==> src/rtl/nibcmd_pkg.sv <==
package nibcmd_pkg;
  localparam logic [3:0] OP_ADDR_LO = 4'h0;
  localparam logic [3:0] OP_ADDR_HI = 4'h1;
  localparam logic [3:0] OP_DATA_LO = 4'h2;
  localparam logic [3:0] OP_COMMIT  = 4'h3;
  localparam logic [3:0] OP_READ    = 4'h4;
  localparam int STEP_EN_BIT = 0;
  localparam int STEP_DN_BIT = 1;

  typedef struct packed {
    logic       ld_lo;
    logic       ld_hi;
    logic       dat_lo;
    logic       commit;
    logic       rd;
    logic       step;
    logic       down;
    logic [3:0] arg;
  } dec_t;
endpackage

==> src/rtl/nibcmd_decode.sv <==
module nibcmd_decode
  import nibcmd_pkg::*;
(
  input  logic       valid_i,
  input  logic [7:0] byte_i,
  output dec_t       dec_o
);
  logic [3:0] op;
  assign op = byte_i[7:4];

  always_comb begin
    dec_o        = '0;
    dec_o.arg    = byte_i[3:0];
    if (valid_i) begin
      dec_o.ld_lo  = (op == OP_ADDR_LO);
      dec_o.ld_hi  = (op == OP_ADDR_HI);
      dec_o.dat_lo = (op == OP_DATA_LO);
      dec_o.commit = (op == OP_COMMIT);
      dec_o.rd     = (op == OP_READ);
    end
    dec_o.step = (dec_o.commit | dec_o.rd) & byte_i[STEP_EN_BIT];
    dec_o.down = byte_i[STEP_DN_BIT];
  end
endmodule

==> src/rtl/nibcmd_addr.sv <==
module nibcmd_addr #(
  parameter int AW = 8
) (
  input  logic          clk_i,
  input  logic          rst_ni,
  input  logic          ld_lo_i,
  input  logic          ld_hi_i,
  input  logic [3:0]    arg_i,
  input  logic          step_i,
  input  logic          down_i,
  output logic [AW-1:0] addr_o
);
  localparam logic [AW-1:0] ONE = AW'(1);
  logic [AW-1:0] addr_q;

  always_ff @(posedge clk_i or negedge rst_ni) begin
    if (!rst_ni)       addr_q <= '0;
    else if (ld_lo_i)  addr_q[3:0] <= arg_i;
    else if (ld_hi_i)  addr_q[7:4] <= arg_i;
    else if (step_i)   addr_q <= down_i ? addr_q - ONE : addr_q + ONE;
  end

  assign addr_o = addr_q;


  addr_step_chk: assert property (@(posedge clk_i) disable iff (!rst_ni)
    (step_i && !ld_lo_i && !ld_hi_i) |=>
      (addr_q == ($past(down_i) ? $past(addr_q) - ONE : $past(addr_q) + ONE)));

  addr_hold_chk: assert property (@(posedge clk_i) disable iff (!rst_ni)
    (!step_i && !ld_lo_i && !ld_hi_i) |=> $stable(addr_q));
endmodule

==> src/rtl/nibcmd_wfile.sv <==
module nibcmd_wfile #(
  parameter int NUM_REGS = 16,
  parameter int AW       = 8,
  parameter int DW       = 8
) (
  input  logic                   clk_i,
  input  logic                   rst_ni,
  input  logic                   we_i,
  input  logic [AW-1:0]          addr_i,
  input  logic [DW-1:0]          wdata_i,
  output logic [NUM_REGS*DW-1:0] regs_o
);
  for (genvar g = 0; g < NUM_REGS; g++) begin : g_reg
    logic [DW-1:0] q;
    always_ff @(posedge clk_i or negedge rst_ni) begin
      if (!rst_ni)                                  q <= '0;
      else if (we_i && addr_i == AW'(g))            q <= wdata_i;
    end
    assign regs_o[g*DW +: DW] = q;
  end


  wr_range_chk: assert property (@(posedge clk_i) disable iff (!rst_ni)
    (we_i && ({1'b0, addr_i} >= (AW+1)'(NUM_REGS))) |=> $stable(regs_o));

  wr_idle_chk: assert property (@(posedge clk_i) disable iff (!rst_ni)
    !we_i |=> $stable(regs_o));
endmodule

==> src/rtl/nibcmd_regif.sv <==
module nibcmd_regif
  import nibcmd_pkg::*;
#(
  parameter int NUM_REGS = 16
) (
  input  logic                  clk_i,
  input  logic                  rst_ni,
  input  logic                  cmd_valid_i,
  input  logic [7:0]            cmd_byte_i,
  input  logic [NUM_REGS*8-1:0] rd_regs_i,
  output logic [NUM_REGS*8-1:0] wr_regs_o,
  output logic                  rsp_valid_o,
  output logic [7:0]            rsp_byte_o
);
  localparam int AW   = 8;
  localparam int DW   = 8;
  localparam int IDXW = (NUM_REGS > 1) ? $clog2(NUM_REGS) : 1;
  localparam logic [AW:0] LIMIT = (AW+1)'(NUM_REGS);

  dec_t          dec;
  logic [AW-1:0] addr;
  logic [3:0]    dlo_q;
  logic          in_range;
  logic [DW-1:0] rd_sel;
  logic [DW-1:0] rd_arr [NUM_REGS];

  nibcmd_decode u_dec (.valid_i(cmd_valid_i), .byte_i(cmd_byte_i), .dec_o(dec));

  nibcmd_addr #(.AW(AW)) u_addr (
    .clk_i, .rst_ni,
    .ld_lo_i(dec.ld_lo), .ld_hi_i(dec.ld_hi), .arg_i(dec.arg),
    .step_i(dec.step), .down_i(dec.down), .addr_o(addr)
  );

  always_ff @(posedge clk_i or negedge rst_ni) begin
    if (!rst_ni)         dlo_q <= '0;
    else if (dec.dat_lo) dlo_q <= dec.arg;
  end

  nibcmd_wfile #(.NUM_REGS(NUM_REGS), .AW(AW), .DW(DW)) u_wfile (
    .clk_i, .rst_ni,
    .we_i(dec.commit), .addr_i(addr), .wdata_i({dec.arg, dlo_q}),
    .regs_o(wr_regs_o)
  );

  for (genvar g = 0; g < NUM_REGS; g++) begin : g_rd
    assign rd_arr[g] = rd_regs_i[g*DW +: DW];
  end

  assign in_range = {1'b0, addr} < LIMIT;
  assign rd_sel   = in_range ? rd_arr[addr[IDXW-1:0]] : 8'hFF;

  always_ff @(posedge clk_i or negedge rst_ni) begin
    if (!rst_ni) begin
      rsp_valid_o <= 1'b0;
      rsp_byte_o  <= '0;
    end else begin
      rsp_valid_o <= dec.rd;
      if (dec.rd) rsp_byte_o <= rd_sel;
    end
  end


  rd_oob_chk: assert property (@(posedge clk_i) disable iff (!rst_ni)
    (dec.rd && !in_range) |=> (rsp_valid_o && rsp_byte_o == 8'hFF));

  dec_onehot_chk: assert property (@(posedge clk_i) disable iff (!rst_ni)
    $onehot0({dec.ld_lo, dec.ld_hi, dec.dat_lo, dec.commit, dec.rd}));

  idle_quiet_chk: assert property (@(posedge clk_i) disable iff (!rst_ni)
    !cmd_valid_i |=> (!rsp_valid_o && $stable(wr_regs_o)));
endmodule

==> config.mk <==
export PLATFORM = sky130hd
export DESIGN_NAME = nibcmd_regif
export DESIGN_NICKNAME = d
export VERILOG_FILES = /design/src/rtl/nibcmd_pkg.sv /design/src/rtl/nibcmd_decode.sv /design/src/rtl/nibcmd_addr.sv /design/src/rtl/nibcmd_wfile.sv /design/src/rtl/nibcmd_regif.sv
export SDC_FILE = /design/constraint.sdc
export NUM_CORES = 1
export LEC_CHECK = 0
export BUFFER_PORTS_ARGS = -buffer_cell sky130_fd_sc_hd__buf_4
export CORE_UTILIZATION = 45
export CTS_CLUSTER_SIZE = 28
export DETAILED_ROUTE_END_ITERATION = 10
export PLACE_DENSITY = 0.76
export SLEW_MARGIN = 15
export SYNTH_ARGS = -nofsm -noshare
export SYNTH_HDL_FRONTEND = slang
export SYNTH_HIERARCHICAL = 1
export SYNTH_SLANG_ARGS = --single-unit
==> constraint.sdc <==
create_clock -name clk_i -period 2.7 [get_ports clk_i]
set_clock_uncertainty 0.15 [all_clocks]
set_input_delay 0.135 -clock clk_i [delete_from_list [all_inputs] [get_ports clk_i]]
set_output_delay 0.135 -clock clk_i [all_outputs]
set_load 0.005 [all_outputs]
Word-level counts from Yosys, hierarchy flattened. Index checks and enable logic that the tools add are counted.

Input port bits: 139. Output and inout bits: 137. Register bits: 149. Logic and storage cells: 81.

Magnitude comparators: 2. Reduce and logical (&&, ||, !) cells: 22. Add/subtract/negate cells: 2. Bitwise operators: 4. Equality and inequality tests: 20. Mux-type cells: 10.

Operators by type and width (number): == test 8 x 4 -> 1 bit, second input constant (8); two-way mux 8 bit (5); binary-select mux 8 bit (select 4 bit) (1); == test 8 x 3 -> 1 bit, second input constant (4); == test 8 x 2 -> 1 bit, second input constant (2); logical AND 1 bit (16); two-way mux 4 bit (3); adder 8 x 1 -> 8 bit, second input constant (1); == test 4 x 2 -> 1 bit, second input constant (2); == test 8 x 1 -> 1 bit, second input constant (1); zero test 8 bit (1); less-than comparator 8 x 5 -> 1 bit, second input constant (1); subtractor 8 x 1 -> 8 bit, second input constant (1); greater-or-equal comparator 5 bit, second input constant (1); two-way mux 5 bit (1); inverter 4 -> 5 bit (1); == test 4 x 1 -> 1 bit, second input constant (1); == test 4 x 3 -> 1 bit, second input constant (1); zero test 4 bit (1); AND reduction 2 bit (2); nonzero test 2 bit (2); != test 2 x 1 -> 1 bit, second input constant (1); bitwise AND 1 bit (1); inverter 1 bit (1); OR 1 bit (1).

Longest topological paths before layout. Gate-level depths: netlist of run 1.

Word-level depth: 7. Mapped depth: 9. Depth with buffers taken out: 8.

Hierarchy. Netlist of run 1, hierarchy kept.

By module, submodules not included: nibcmd_wfile (seq. area each 3203.1 um^2, area each 5018.6 um^2, times used 1, cells an instance 299); nibcmd_regif (seq. area each 325.3 um^2, area each 1641.6 um^2, times used 1, cells an instance 167); nibcmd_addr (seq. area each 200.2 um^2, area each 690.7 um^2, times used 1, cells an instance 85); nibcmd_decode (seq. area each 0.0 um^2, area each 116.4 um^2, times used 1, cells an instance 15).

Worst setup path after synthesis of run 1. No wires, ideal clock.

Kind: register -> register. From: reg u_addr.addr_q[1], in the netlist u_addr/addr_o[1]. To: reg u_addr.addr_q[7], in the netlist u_addr/addr_o[7]. Setup time: 0.151 ns. Data required time: 2.399 ns. Setup slack: 0.613 ns. Path buffers: 0. Period minus slack after synthesis: 2.087 ns. Stages on the path, launching flop included: 8. Arrival time: 1.785 ns. Cell sequence: dfrtp_1 > ha_1 > a211oi_2 > nor3_1 > or3_1 > nand3_1 > mux2i_1 > o21ai_1.

Word-level cells in the longest chain between the ends: 4. Elaborated cells between the ends (all ways): 5. Those cells by class: 2 x add/sub; 3 x mux.

Ends and longest elaborated chain: start, declared (RTL line nibcmd_addr.sv:14) `logic [AW-1:0] addr_q;`; start signal, assigned (RTL line nibcmd_addr.sv:18) `else if (ld_lo_i) addr_q[3:0] <= arg_i;`; start signal, assigned (RTL line nibcmd_addr.sv:20) `else if (step_i) addr_q <= down_i ? addr_q - ONE : addr_q + ONE;`; adder 8 x 1 -> 8 bit or subtractor 8 x 1 -> 8 bit (tied branches) (RTL line nibcmd_addr.sv:20); two-way mux 8 bit * (2 in a row) (RTL line nibcmd_addr.sv:20); two-way mux 4 bit * (RTL line nibcmd_addr.sv:19) `else if (ld_hi_i) addr_q[7:4] <= arg_i;`.

Every way passes the cells marked *; elsewhere a longest branch is shown, timed or not. The select of a mux whose other input is x is not followed. A chain may end at the register's enable or synchronous reset.

==> results of run 1 <==
routing by layer:
layer  share of wire  wire (um)  vias to the layer above
met1            0.39       8435                     2977
met3           0.078       1696                       29
met2            0.52      11400                      244
met4           0.014        310                        0
met5               0          0                        -
li1                -          -                     2658
cells in the mapped netlist, types with 8 or more instances:
cell type                    n
sky130_fd_sc_hd__dfrtp_1   149
sky130_fd_sc_hd__a21oi_1    16
sky130_fd_sc_hd__nand4_2    10
sky130_fd_sc_hd__mux2_2    132
sky130_fd_sc_hd__clkbuf_1   13
sky130_fd_sc_hd__a31oi_1     9
sky130_fd_sc_hd__nand2_1    16
sky130_fd_sc_hd__mux2i_1    47
sky130_fd_sc_hd__a22oi_1    11
sky130_fd_sc_hd__buf_4       8
sky130_fd_sc_hd__nor2_1     22
sky130_fd_sc_hd__nor2b_1    14
sky130_fd_sc_hd__o21ai_0    12
path summary, 6_finish.rpt:
path                            slack [ns]                     end                  start  cells past startpoint
worst max-delay path                  0.13           rsp_byte_o[7]          cmd_byte_i[4]                      9
worst min-delay path                  0.02  u_wfile/g_reg[13].q[4]                 rst_ni                      2
worst max register to register        0.32        u_addr/addr_o[7]       u_addr/addr_o[3]                      7
min in group clk_i                    0.03           rsp_byte_o[6]           rd_regs_i[6]                      5
worst min register to register        0.36   u_wfile/g_reg[8].q[7]  u_wfile/g_reg[8].q[7]                      1
max in group asynchronous             1.68        u_addr/addr_o[0]                 rst_ni                      3
power groups by stage:
| stage | Clock, mW | Sequential [mW] | Combinational [mW] |
|---|---|---|---|
| floorplan | 0 | 2.50 | 1.50 |
| global placement | 0 | 2.62 | 1.88 |
| detailed placement | 0 | 2.63 | 1.94 |
| CTS | 2.40 | 2.59 | 1.96 |
| global route | 2.49 | 2.62 | 2.13 |
| finish | 2.35 | 2.59 | 1.96 |
kinds of logic after synthesis:
logic type / after synthesis
multiplexers: 188
buffers and inverters: 41
AND/OR/NAND/NOR: 108
flip-flops: 149
AO/OA/AOI/OAI: 70
adder cells (fa/ha/maj): 7
XOR/XNOR: 3
area by class of cell:
| cell class | count | share of cell area |
|---|---|---|
| flip-flops and latches | 149 | 0.3593 |
| multi-input cells | 376 | 0.3352 |
| repair buffers | 298 | 0.2205 |
| clock buffers | 18 | 0.04231 |
| well taps | 216 | 0.02604 |
| clock inverters | 13 | 0.01446 |
| inverters | 6 | 0.002170 |
stage by stage:
stage | hold slack [ns] | instances | power [mW] | setup WS (ns) | util
after floorplan | -0.3106 | 566 | 3.999 | 0.6132 | -
after global placement | -0.1134 | 1036 | 4.503 | 0.4354 | 0.6039
after detailed placement | -0.1068 | 1036 | 4.571 | 0.3429 | 0.6039
after CTS | 0.01205 | 1076 | 6.951 | 0.1124 | 0.6463
after global routing | 0.03352 | 1076 | 7.238 | 0.01082 | 0.6464
final | 0.02262 | 1076 | 6.902 | 0.1303 | 0.6464
placed cells by master, fill, tap and decap left out, types with 3 or more instances in the layout:
cell type | Yosys | routed
sky130_fd_sc_hd__a31oi_1 | 9 | 9
sky130_fd_sc_hd__clkbuf_16 | 0 | 17
sky130_fd_sc_hd__nor2_1 | 22 | 21
sky130_fd_sc_hd__inv_1 | 6 | 6
sky130_fd_sc_hd__a22oi_1 | 11 | 11
sky130_fd_sc_hd__nor2b_1 | 14 | 14
sky130_fd_sc_hd__o21ai_1 | 5 | 5
sky130_fd_sc_hd__o21ai_0 | 12 | 12
sky130_fd_sc_hd__clkinvlp_4 | 0 | 3
sky130_fd_sc_hd__nand2b_1 | 4 | 4
sky130_fd_sc_hd__buf_4 | 8 | 286
sky130_fd_sc_hd__nand3_1 | 4 | 4
sky130_fd_sc_hd__dlygate4sd3_1 | 0 | 9
sky130_fd_sc_hd__clkinv_4 | 0 | 3
sky130_fd_sc_hd__dfrtp_1 | 149 | 148
sky130_fd_sc_hd__o22ai_1 | 3 | 3
sky130_fd_sc_hd__nor3_1 | 5 | 5
sky130_fd_sc_hd__ha_1 | 6 | 6
sky130_fd_sc_hd__a21oi_1 | 16 | 16
sky130_fd_sc_hd__and2b_1 | 4 | 4
sky130_fd_sc_hd__and2_1 | 3 | 3
sky130_fd_sc_hd__nand2_1 | 16 | 16
sky130_fd_sc_hd__or4_1 | 5 | 5
sky130_fd_sc_hd__mux2_2 | 132 | 132
sky130_fd_sc_hd__mux4_2 | 4 | 4
sky130_fd_sc_hd__mux2i_1 | 47 | 47
sky130_fd_sc_hd__mux4_1 | 5 | 5
sky130_fd_sc_hd__nand4_2 | 10 | 10
sky130_fd_sc_hd__a22o_1 | 6 | 6
sequential cells by signal (all words and copies together) (netlist names):
signal,count
dlo_q,4
rsp_byte_o,8
rsp_valid_o,1
u_addr/addr_o,8
u_wfile/g.q,128
what timing repair did:
item                                    4_1_cts  5_1_grt
gates resized for setup                       0        1
hold buffers                                  9        0
hold endpoints to repair                    155        0
buffers inserted                              0        0
endpoints found under the setup margin        0        4
==> tab_implementation.tex, run 1 <==
\begin{tabular}{lr}
\hline
Metric & Value \\
\hline
\multicolumn{2}{l}{\textbf{STA}} \\
Setup Viol. Count Final & 0 \\
Post-layout min period & approximately 2.6 ns \\
Slew Viols, Final & 0 \\
Post-Route Setup TNS & 0 ns \\
Max-slew headroom & 0.4186 \\
RSZ-0062 raised after global routing & no \\
Final hold violation count & 0 \\
Post-route fraction of the period consumed by the critical path & 0.9517 \\
Max frequency & 389.2 MHz \\
Actual transition at the worst max-transition pin & about 0.86 ns \\
\multicolumn{2}{l}{\textbf{GRT}} \\
Routing usage on met2 & 0.4728 \\
Largest net degree at the start of global routing & 66 \\
Met1 track demand over resource in global routing & 0.2867 \\
Wire length of the first global-routing pass & around 33000 um \\
Initial antenna violation count & 0 \\
M3 GR Usage & 0.07655 \\
Via count of the first global-routing pass & roughly 6200 \\
Overflow left after global routing & 0 \\
Total GRT Usage & 0.2584 \\
Busiest layer in global routing & met2 \\
\multicolumn{2}{l}{\textbf{Power and ir drop}} \\
Part of the power in the clock network & 0.341 \\
Switching Share & 0.3229 \\
Cell area power density & roughly 660 nW/um2 \\
Gate power share & 0.284 \\
Internal power consumption & roughly 4.7 mW \\
Sequential share of power & 0.375 \\
Worst VDD drop & approximately 0.44 mV \\
Switching Power & 2.229 mW \\
Leakage & roughly 5.4 nW \\
\multicolumn{2}{l}{\textbf{Logic synthesis}} \\
Gate Count Post-Synth & approximately 570 \\
Post-synth cell types & 55 \\
Parity-gate share of the synthesized area counting xor and xnor cells & 0.003519 \\
Average cell area after synthesis & around 13 um2 \\
Leading post-synthesis cells by cell area & sky130\_fd\_sc\_hd\_\_dfrtp\_1 (50\%), sky130\_fd\_sc\_hd\_\_mux2\_2 (20\%), sky130\_fd\_sc\_hd\_\_mux2i\_1 (6.3\%) \\
Area fraction in compound gates after synthesis & 0.05999 \\
Main combinational cell family by area after synthesis & multiplexers \\
Arithmetic-cell share of the synthesized area counting full adders, half adders and majority gates & 0.01273 \\
Area of the mapped netlist & $\sim$7500 um2 \\
Portion of netlist area occupied by mux cells & 0.2917 \\
Net Count, Synth & between 700 and 800 \\
Post-synthesis sequential area ratio & 0.4993 \\
Number of flip-flops and latches in the synthesized netlist & 149 \\
Post-synth EDFFs & 0 \\
Yosys synthesis warning count & 6 \\
Cell accounting for the most synthesized area & sky130\_fd\_sc\_hd\_\_dfrtp\_1 \\
Top\_reg\_cell synth & sky130\_fd\_sc\_hd\_\_dfrtp\_1 \\
Ys async rst share & 1.000 \\
Area share of and/or/nand/nor cells after synthesis & 0.09769 \\
Portion of synthesized cell area occupied by the leading cell type & 0.4993 \\
\multicolumn{2}{l}{\textbf{Floorplanning}} \\
Area of the die & $\sim$17000 um2 \\
Top-level I/O count & 276 \\
Die Width & around 130 um \\
Placeable core region & around 16000 um2 \\
Initial standard-cell utilization of the core & 0.4650 \\
Height of the die & $\sim$130 um \\
Placement row count & 46 \\
\multicolumn{2}{l}{\textbf{Cells and area}} \\
Area occupied by multi-input gates & 3480 um2 \\
Cell area after layout & 10380 um2 \\
Antenna fix cells & 0 \\
Register area & between 3000 and 4000 um2 \\
Layout cells sized above 1 & 0.5558 \\
Filler cell count in the final layout & between 1000 and 1500 \\
P\&R area growth vs syn & 39.01\% \\
Final \#Nets & roughly 1000 \\
\multicolumn{2}{l}{\textbf{Placed design}} \\
Number of I/O port buffers & roughly 280 \\
Post-place instance area & a little under 10000 um2 \\
Placer congestion estimate & approximately 0.86 \\
Sum of net half-perimeters after detailed placement & approximately 16000 um \\
\multicolumn{2}{l}{\textbf{Clocking}} \\
Cts bufs inserted & 17 \\
Clock Path Buffers & 2 \\
Clock sink count & between 100 and 150 \\
Deepest level of the CTS H-tree & 4 \\
TritonCTS clock tree & done \\
CTS clk-pin slew, worst paths & about 0.060 ns \\
Clock tree root buffer cell & sky130\_fd\_sc\_hd\_\_clkbuf\_16 \\
Clock Latency Late Sink & about 0.4 ns \\
\multicolumn{2}{l}{\textbf{Worst setup path}} \\
Kind of end point of the critical path & flop \\
Worst EP required & roughly 2.9 ns \\
Highest fanout seen on the critical path & 8 \\
Maximum single-stage delay on the critical path & around 0.58 ns \\
Setup crit start kind & primary input \\
Setup CP Type & in -> reg \\
Slowest CP cell & sky130\_fd\_sc\_hd\_\_dlygate4sd3\_1 \\
Cell breakdown of the critical path & dlygate4sd3\_1, buf\_4, or3b\_1, dlygate4sd3\_1, nor2\_2, buf\_4, nor2\_1, or4\_1, o21ai\_0 \\
Top Family by Delay on Critical Path & buffers and inverters \\
Buffering stage count on the worst path with inverters included & 4 \\
Endpoint arrival time on the critical path & about 2.8 ns \\
\multicolumn{2}{l}{\textbf{Route}} \\
Total detailed-routing wirelength & approximately 22000 um \\
DR vias & about 5900 \\
Remaining routing DRC violations & 0 \\
Post-detailed-route wirelength per cell & approximately 20 um \\
Starting DRT DRC Count & about 260 \\
Vias per cell & 5.491 \\
Length of the first detailed-routing pass in iterations & 4 \\
Number of nets still failing antenna checks after routing & 0 \\
\multicolumn{2}{l}{\textbf{Run status}} \\
Outcome & completed \\
\multicolumn{2}{l}{\textbf{Hold path}} \\
Worst hold path type & in -> async \\
\multicolumn{2}{l}{\textbf{Run}} \\
Max-Cap Viols & 0 \\
\hline
\end{tabular}
Power figures use the tool's default switching activity.
==> inputs of run 2 (changes only) <==
ABC_AREA = 1   (was not set)
PLACE_DENSITY = 0.75   (was 0.76)
==> run 2 against run 1 <==
Effect of this change: first-iteration DRC count grew to 2.8 times the previous value; non-clock buffer count is 1 higher; final area grew 5.0%; fmax up 26%; via count grew 42%; global-route usage up 3.0 points; register-to-register slack gained 0.33 ns; highest routed layer unchanged.
==> tab_implementation.tex, run 2 <==
\begin{tabular}{lr}
\hline
Metric & Value \\
\hline
\multicolumn{2}{l}{\textbf{Run status}} \\
Outcome & completed \\
\multicolumn{2}{l}{\textbf{GRT}} \\
Initial antenna violation count & 0 (unchanged) \\
Total GRT Usage & 0.2883 (+0.02986) \\
Via count of the first global-routing pass & 7883 (+26\%) \\
Wire length of the first global-routing pass & 41370 um (+26\%) \\
Largest net degree at the start of global routing & 78 (+18\%) \\
Overflow left after global routing & 0 (unchanged) \\
\multicolumn{2}{l}{\textbf{Logic synthesis}} \\
Number of flip-flops and latches in the synthesized netlist & 149 (unchanged) \\
Gate Count Post-Synth & 1142 (+100\%) \\
Top-count cell post-synth & sky130\_fd\_sc\_hd\_\_nand2\_1 \\
Average cell area after synthesis & 7.175 um2 (-46\%) \\
Post-synthesis sequential area ratio & 0.4550 (-0.04430) \\
Cell accounting for the most synthesized area & sky130\_fd\_sc\_hd\_\_dfrtp\_1 \\
Top\_reg\_cell synth & sky130\_fd\_sc\_hd\_\_dfrtp\_1 \\
Post-synth cell types & 34 (-38\%) \\
Leading cell types by count after synthesis & sky130\_fd\_sc\_hd\_\_nand2\_1 (503), sky130\_fd\_sc\_hd\_\_nand3\_1 (232), sky130\_fd\_sc\_hd\_\_dfrtp\_1 (149) \\
Net Count, Synth & 1288 (+81\%) \\
Portion of synthesized cell area occupied by the leading cell type & 0.4550 (-0.04430) \\
Leading post-synthesis cells by cell area & sky130\_fd\_sc\_hd\_\_dfrtp\_1 (46\%), sky130\_fd\_sc\_hd\_\_nand2\_1 (23\%), sky130\_fd\_sc\_hd\_\_nand3\_1 (14\%) \\
Area of the mapped netlist & 8194 um2 (+9.7\%) \\
Post-synth EDFFs & 0 (unchanged) \\
Ys async rst share & 1.000 (unchanged) \\
Yosys synthesis warning count & 6 (unchanged) \\
\multicolumn{2}{l}{\textbf{Floorplanning}} \\
Placeable core region & 17540 um2 (+9.2\%) \\
Initial standard-cell utilization of the core & 0.4673 (+0.002237) \\
Top-level I/O count & 276 (unchanged) \\
Height of the die & 136.9 um (+4.7\%) \\
Placement row count & 48 (+4.3\%) \\
Area of the die & 18750 um2 (+9.6\%) \\
Die Width & 136.9 um (+4.7\%) \\
\multicolumn{2}{l}{\textbf{STA}} \\
Worst-case hold slack & 0.01801 ns (-0.004614 ns) \\
Final hold violation count & 0 (unchanged) \\
Slew Viols, Final & 0 (unchanged) \\
Post-route fraction of the period consumed by the critical path & 0.7576 (-0.1942) \\
Setup Viol. Count Final & 0 (unchanged) \\
RSZ-0062 raised after global routing & no \\
Post-layout min period & 2.045 ns (-0.5242 ns) \\
Actual transition at the worst max-transition pin & 0.9634 ns (+0.1035 ns) \\
Final worst-path setup slack & 0.6546 ns (+0.5242 ns) \\
Max-slew headroom & 0.3570 (-0.06161) \\
Post-Route Setup TNS & 0 ns (unchanged) \\
Max frequency & 488.9 MHz (+26\%) \\
\multicolumn{2}{l}{\textbf{Clocking}} \\
Clock sink count & 149 (unchanged) \\
Cts bufs inserted & 17 (unchanged) \\
Deepest level of the CTS H-tree & 4 (unchanged) \\
CTS clk-pin slew, worst paths & 0.06 ns (about the same) \\
Clock tree root buffer cell & sky130\_fd\_sc\_hd\_\_clkbuf\_16 \\
Resized Gates After CTS & 0 (unchanged) \\
TritonCTS clock tree & done \\
Clock Path Buffers & 2 (unchanged) \\
Clock Latency Late Sink & 0.42 ns (about the same) \\
\multicolumn{2}{l}{\textbf{Placed design}} \\
Placer congestion estimate & 0.8640 (+0.56\%) \\
Number of I/O port buffers & 275 (unchanged) \\
Sum of net half-perimeters after detailed placement & 18430 um (+16\%) \\
Setup slack after placement & 0.6922 ns (+0.3492 ns) \\
\multicolumn{2}{l}{\textbf{Cells and area}} \\
Commonest cells after routing, fill and taps aside & sky130\_fd\_sc\_hd\_\_nand2\_1 (503), sky130\_fd\_sc\_hd\_\_buf\_4 (292), sky130\_fd\_sc\_hd\_\_nand3\_1 (232), sky130\_fd\_sc\_hd\_\_dfrtp\_1 (148), sky130\_fd\_sc\_hd\_\_inv\_1 (103) \\
Antenna fix cells & 0 (unchanged) \\
Layout cells sized above 1 & 0.2580 (-0.2978) \\
P\&R area growth vs syn & 32.98\% \\
Number of flip-flops in the largest register & 128 (unchanged) \\
Final \#Nets & 1536 (+55\%) \\
Commonest non-fill, non-tap cell in the layout & sky130\_fd\_sc\_hd\_\_nand2\_1 \\
Area occupied by multi-input gates & 3622 um2 (+4.1\%) \\
Register area & 3730 um2 (unchanged) \\
Filler cell count in the final layout & 1593 (+25\%) \\
Largest Register & u\_wfile/g.q \\
\multicolumn{2}{l}{\textbf{Power and ir drop}} \\
Worst VDD drop & 0.5034 mV (+15\%) \\
Leakage & 6.462 nW (+19\%) \\
Cell area power density & 697.0 nW/um2 (+4.8\%) \\
Power, Total & 7.595 mW (+10\%) \\
\multicolumn{2}{l}{\textbf{Route}} \\
Length of the first detailed-routing pass in iterations & 6 (+2) \\
Total detailed-routing wirelength & 26600 um (+22\%) \\
Remaining routing DRC violations & 0 (unchanged) \\
Number of nets still failing antenna checks after routing & 0 (unchanged) \\
Vias per cell & 5.171 (-5.8\%) \\
Starting DRT DRC Count & 737 (+180\%) \\
Post-detailed-route wirelength per cell & 16.34 um (-20\%) \\
DR vias & 8418 (+42\%) \\
\multicolumn{2}{l}{\textbf{Worst setup path}} \\
Cell breakdown of the critical path & buf\_4, buf\_4, nand2\_1, nand2\_1, nand2\_1, nand3\_1, nand3\_1, nand3\_1, nand2\_1, inv\_1 \\
Slowest CP cell & sky130\_fd\_sc\_hd\_\_dfrtp\_2 \\
Setup CP Type & reg -> reg \\
Setup crit start kind & flop \\
Top Family by Delay on Critical Path & buffers and inverters \\
Buffering stage count on the worst path with inverters included & 3 (-1) \\
Most frequent cell on the critical path & sky130\_fd\_sc\_hd\_\_nand2\_1 \\
Kind of end point of the critical path & flop \\
R2R Setup Slk & 0.65 ns (+0.33 ns) \\
Endpoint arrival time on the critical path & 2.25 ns (-0.50 ns) \\
Highest fanout seen on the critical path & 39 (+31) \\
Worst EP required & 2.91 ns (+0.03 ns) \\
Maximum single-stage delay on the critical path & 0.42 ns (-0.16 ns) \\
\multicolumn{2}{l}{\textbf{Hold path}} \\
Worst hold path type & in -> reg \\
\multicolumn{2}{l}{\textbf{Run}} \\
Max-Cap Viols & 0 (unchanged) \\
\hline
\end{tabular}
-- run 2: cell types whose count changed after synthesis, sizes merged, moves of 11 or more --
cell / before / now
mux2: 132 / 4
mux2i: 47 / 0
or2: 0 / 12
nand4: 12 / 0
nand2: 16 / 504
nor2b: 14 / 0
inv: 6 / 107
buf: 21 / 58
nand3: 4 / 236
a22oi: 11 / 0
-- run 2: tightest hold or removal path: stages --
cell and delay (ns):
sky130_fd_sc_hd__buf_4 0.10, sky130_fd_sc_hd__nor2_2 0.04, sky130_fd_sc_hd__nand3_2 0.06, sky130_fd_sc_hd__inv_1 0.15
-- run 2: timing repair --
item,CTS,global route
endpoints found under the hold margin,117,0
hold buffers,4,0
buffers inserted,0,0
-- run 2: metal layers --
layer	wire (um)	track usage	part of all wire	vias up
met5	0	0	0	-
met4	543	0.08181	0.020	0
met3	2337	0.07185	0.088	40
met2	12740	0.4739	0.48	405
met1	10980	0.3752	0.41	3907
li1	-	-	-	4066
-- run 2: where the power goes --
part	internal, mW	switching (mW)	total, mW
Clock	1.38	0.904	2.29
Sequential	2.44	0.298	2.74
Combinational	0.987	1.58	2.56
-- run 2: layout make-up --
class                      instances  area share
sequential                       149      0.3423
inverter                         108     0.03720
clock buffer                      24     0.04604
multi-input combinational        815      0.3324
timing repair buffer             299      0.2096
tap                              225     0.02584
clock inverter                     8    0.006660
-- run 2: kinds of logic (layout without fill, tap and decap cells) --
| family | Yosys count | in the layout | share of synthesized area |
|---|---|---|---|
| simple gates | 782 | 782 | 0.4078 |
| buf+inv | 178 | 439 | 0.1032 |
| flops | 149 | 149 | 0.4550 |
| compound gates | 21 | 21 | 0.01573 |
| fa+ha+maj | 7 | 7 | 0.01160 |
| mux | 4 | 4 | 0.005497 |
| xor+xnor | 1 | 1 | 0.001069 |
-- run 2: final timing paths --
kind / from / to / cells past startpoint
max: u_addr/addr_o[0] / rsp_byte_o[7] / 10
min: cmd_byte_i[7] / rsp_valid_o / 4
max reg2reg: u_addr/addr_o[0] / rsp_byte_o[7] / 10
min reg2reg: u_wfile/g_reg[8].q[1] / u_wfile/g_reg[8].q[1] / 2
max in group asynchronous: rst_ni / u_wfile/g_reg[8].q[3] / 3
min in group asynchronous: rst_ni / u_wfile/g_reg[5].q[3] / 2
-- run 2: through the flow --
stage / cells / util / area [um2]
final: 1628 / 0.6214 / 10900
after global routing: 1628 / 0.6214 / 10900
after CTS: 1628 / 0.6214 / 10900
after detailed placement: 1592 / 0.5863 / 10280
after global placement: 1592 / 0.5863 / 10280
after floorplan: 1142 / - / 8194
==> inputs of run 3 (changes only) <==
PLACE_DENSITY = 0.77   (was 0.75)
clock period = 1.8 ns   (was 2.7 ns; I/O delays follow)
==> run 3 against run 2 <==
Effect of this change: clock power rose by 55%; worst setup slack got worse by 0.59 ns; via count rose by 2.1%; critical path type unchanged; sequential power rose by 50%; fmax rose by 18%; flip-flop and latch count did not move.
==> tab_implementation.tex, run 3 (synthesis results as in run 2) <==
\begin{tabular}{lr}
\hline
Metric & Value \\
\hline
\multicolumn{2}{l}{\textbf{GRT}} \\
Via count of the first global-routing pass & 7904 (+0.27\%) \\
Largest net degree at the start of global routing & 56 (-28\%) \\
Initial antenna violation count & 0 (unchanged) \\
Overflow left after global routing & 0 (unchanged) \\
Total GRT Usage & 0.2831 (-0.005198) \\
Wire length of the first global-routing pass & 40520 um (-2.1\%) \\
\multicolumn{2}{l}{\textbf{Power and ir drop}} \\
Power, Total & 12.21 mW (+61\%) \\
Leakage & 6.702 nW (+3.7\%) \\
Worst VDD drop & 0.7504 mV (+49\%) \\
Gate power share & 0.373 (+0.035) \\
Switching Share & 0.3605 (-0.005510) \\
Switching Power & 4.402 mW (+58\%) \\
Sequential share of power & 0.336 (-0.025) \\
Internal power consumption & 7.810 mW (+62\%) \\
Part of the power in the clock network & 0.291 (-0.010) \\
Cell area power density & 1067 nW/um2 (+53\%) \\
\multicolumn{2}{l}{\textbf{Clocking}} \\
Deepest level of the CTS H-tree & 4 (unchanged) \\
Clock sink count & 149 (unchanged) \\
Clock Path Buffers & 2 (unchanged) \\
Clock tree root buffer cell & sky130\_fd\_sc\_hd\_\_clkbuf\_16 \\
TritonCTS clock tree & done \\
CTS clk-pin slew, worst paths & 0.06 ns (about the same) \\
Cts bufs inserted & 17 (unchanged) \\
Clock Latency Late Sink & 0.42 ns (about the same) \\
\multicolumn{2}{l}{\textbf{Cells and area}} \\
Final std cells w/o fill & 1654 (+1.6\%) \\
Filler cell count in the final layout & 1520 (-4.6\%) \\
Final \#Nets & 1562 (+1.7\%) \\
Layout cells sized above 1 & 0.2918 (+0.03379) \\
Number of flip-flops in the largest register & 128 (unchanged) \\
Largest Register & u\_wfile/g.q \\
P\&R area growth vs syn & 39.75\% \\
Commonest cells after routing, fill and taps aside & sky130\_fd\_sc\_hd\_\_nand2\_1 (488), sky130\_fd\_sc\_hd\_\_buf\_4 (300), sky130\_fd\_sc\_hd\_\_nand3\_1 (227), sky130\_fd\_sc\_hd\_\_dfrtp\_1 (145), sky130\_fd\_sc\_hd\_\_inv\_1 (100) \\
Commonest non-fill, non-tap cell in the layout & sky130\_fd\_sc\_hd\_\_nand2\_1 \\
Antenna fix cells & 0 (unchanged) \\
\multicolumn{2}{l}{\textbf{Hold path}} \\
Worst hold path type & in -> reg \\
Cell depth of the worst hold path & 5 (+1) \\
Endpoint of the worst hold path & rsp\_valid\_o \\
Hold path startpoint & cmd\_byte\_i[7] \\
\multicolumn{2}{l}{\textbf{Route}} \\
Total detailed-routing wirelength & 27330 um (+2.7\%) \\
Post-detailed-route wirelength per cell & 16.52 um (+1.1\%) \\
Number of nets still failing antenna checks after routing & 0 (unchanged) \\
Starting DRT DRC Count & 780 (+5.8\%) \\
Vias per cell & 5.198 (+0.52\%) \\
DR vias & 8597 (+2.1\%) \\
Length of the first detailed-routing pass in iterations & 5 (-1) \\
Remaining routing DRC violations & 0 (unchanged) \\
\multicolumn{2}{l}{\textbf{Worst setup path}} \\
Highest fanout seen on the critical path & 27 (-31\%) \\
Cell breakdown of the critical path & buf\_4, buf\_4, nand3\_1, nor2\_4, buf\_12, nand2\_2, nand2\_1, nand2\_1 \\
Maximum single-stage delay on the critical path & 0.43 ns (about the same) \\
R2R Setup Slk & 0.07 ns (-0.59 ns) \\
Slowest CP cell & sky130\_fd\_sc\_hd\_\_dfrtp\_2 \\
Setup CP Type & reg -> reg \\
Endpoint arrival time on the critical path & 1.89 ns (-0.36 ns) \\
Worst EP required & 1.95 ns (-0.96 ns) \\
Number of cells on the worst reg-to-reg path & 8 (-2) \\
Critical register-to-register path endpoint & u\_wfile/g\_reg[3].q[2] \\
Launch point of the worst reg-to-reg path & u\_addr/addr\_o[0] \\
Kind of end point of the critical path & flop \\
Setup crit start kind & flop \\
\multicolumn{2}{l}{\textbf{STA}} \\
Post-route fraction of the period consumed by the critical path & 0.9625 (+0.2050) \\
Max frequency & 577.2 MHz (+18\%) \\
Final hold violation count & 0 (unchanged) \\
Slew Viols, Final & 0 (unchanged) \\
Max-slew headroom & 0.4177 (+0.06062) \\
Setup Viol. Count Final & 0 (unchanged) \\
RSZ-0062 raised after global routing & yes \\
Post-layout min period & 1.733 ns (-0.3129 ns) \\
Actual transition at the worst max-transition pin & 0.8735 ns (-0.08988 ns) \\
\multicolumn{2}{l}{\textbf{Floorplanning}} \\
Height of the die & 136.9 um (unchanged) \\
Placeable core region & 17540 um2 (unchanged) \\
Die Width & 136.9 um (unchanged) \\
Top-level I/O count & 276 (unchanged) \\
Initial standard-cell utilization of the core & 0.4673 (unchanged) \\
Placement row count & 48 (unchanged) \\
Area of the die & 18750 um2 (unchanged) \\
\multicolumn{2}{l}{\textbf{Placed design}} \\
Placer congestion estimate & 0.8689 (+0.57\%) \\
Sum of net half-perimeters after detailed placement & 18570 um (+0.75\%) \\
Number of I/O port buffers & 275 (unchanged) \\
Count of placed standard cells including taps & 1608 (+1.0\%) \\
\multicolumn{2}{l}{\textbf{Run status}} \\
Outcome & completed \\
\multicolumn{2}{l}{\textbf{Run}} \\
Max-Cap Viols & 0 (unchanged) \\
\hline
\end{tabular}
run 3: changes by cell type in the layout (fill, tap and decap cells not counted), sizes merged:
cell         delta
buf            +21
clkinv          +1
clkbuf          +4
bufinv          +1
clkinvlp        -1
dlygate4sd3     +1
inv             -1
run 3: final cells by class:
type | instances | area (um2) | share of cell area
Clock inverter | 8 | 96.34 | 0.008413
Clock buffer | 24 | 501.7 | 0.04382
Timing Repair Buffer | 325 | 2704 | 0.2361
Sequential cell | 149 | 3734 | 0.3260
Tap cell | 225 | 281.5 | 0.02458
Inverter | 108 | 414.1 | 0.03617
Multi-Input combinational cell | 815 | 3720 | 0.3248
run 3: stage by stage:
| stage | setup WS [ns] | TNS (ns) | hold slack (ns) | util | area [um2] |
|---|---|---|---|---|---|
| global route | -0.02098 | -0.1310 | 0.03233 | 0.6530 | 11450 |
| detailed placement | -0.04983 | -0.08852 | -0.06649 | 0.6010 | 10540 |
| finish | 0.06742 | 0 | 0.01490 | 0.6530 | 11450 |
| global placement | -0.001563 | -0.002196 | -0.06978 | 0.6010 | 10540 |
| CTS | 0.004087 | 0 | 0.005962 | 0.6386 | 11200 |
| floorplan | 0.1230 | 0 | -0.3556 | - | 8194 |
run 3: how the worst max path moves through the flow:
stage / from / end / slack, ns / cells past startpoint
3_5_place_dp: u_addr/addr_o[1] / u_addr/addr_o[6] / -0.05 / 10
2_1_floorplan: u_addr/addr_o[0] / u_addr/addr_o[4] / 0.12 / 10
5_1_grt: u_addr/addr_o[7] / u_wfile/g_reg[13].q[0] / -0.02 / 7
4_1_cts: u_addr/addr_o[2] / u_wfile/g_reg[12].q[1] / 0.004 / 7
6_report: u_addr/addr_o[0] / u_wfile/g_reg[3].q[2] / 0.07 / 8
3_3_place_gp: u_addr/addr_o[1] / u_addr/addr_o[6] / -0.002 / 10
run 3: routing by layer:
metal	wire length [um]	global-route usage	vias up
met5	0	0	-
met1	10980	0.3533	4054
li1	-	-	4118
met3	2344	0.06259	50
met2	13350	0.4750	375
met4	657	0.1117	0
run 3: critical path, delay by kind of cell, from the launching register on:
kind | cells | cell delay [ns]
AND/OR/NAND/NOR | 5 | 0.62
flip-flops | 1 | 0.43
buffers and inverters | 3 | 0.42
run 3: power groups by stage:
stage / logic, mW / registers (mW) / clock network [mW]
finish: 4.56 / 4.10 / 3.56
floorplan: 2.67 / 3.95 / 0
global route: 5.02 / 4.14 / 3.75
global placement: 4.09 / 4.12 / 0
CTS: 4.18 / 4.08 / 3.60
detailed placement: 4.14 / 4.13 / 0
run 3: repair_timing:
action | in CTS | in global routing
hold buffers | 5 | 0
gates cloned | 0 | 4
setup endpoints to repair | 3 | 122
pin swaps | 0 | 1
setup buffers | 1 | 4
endpoints found under the hold margin | 204 | 0
gates resized for setup | 2 | 36
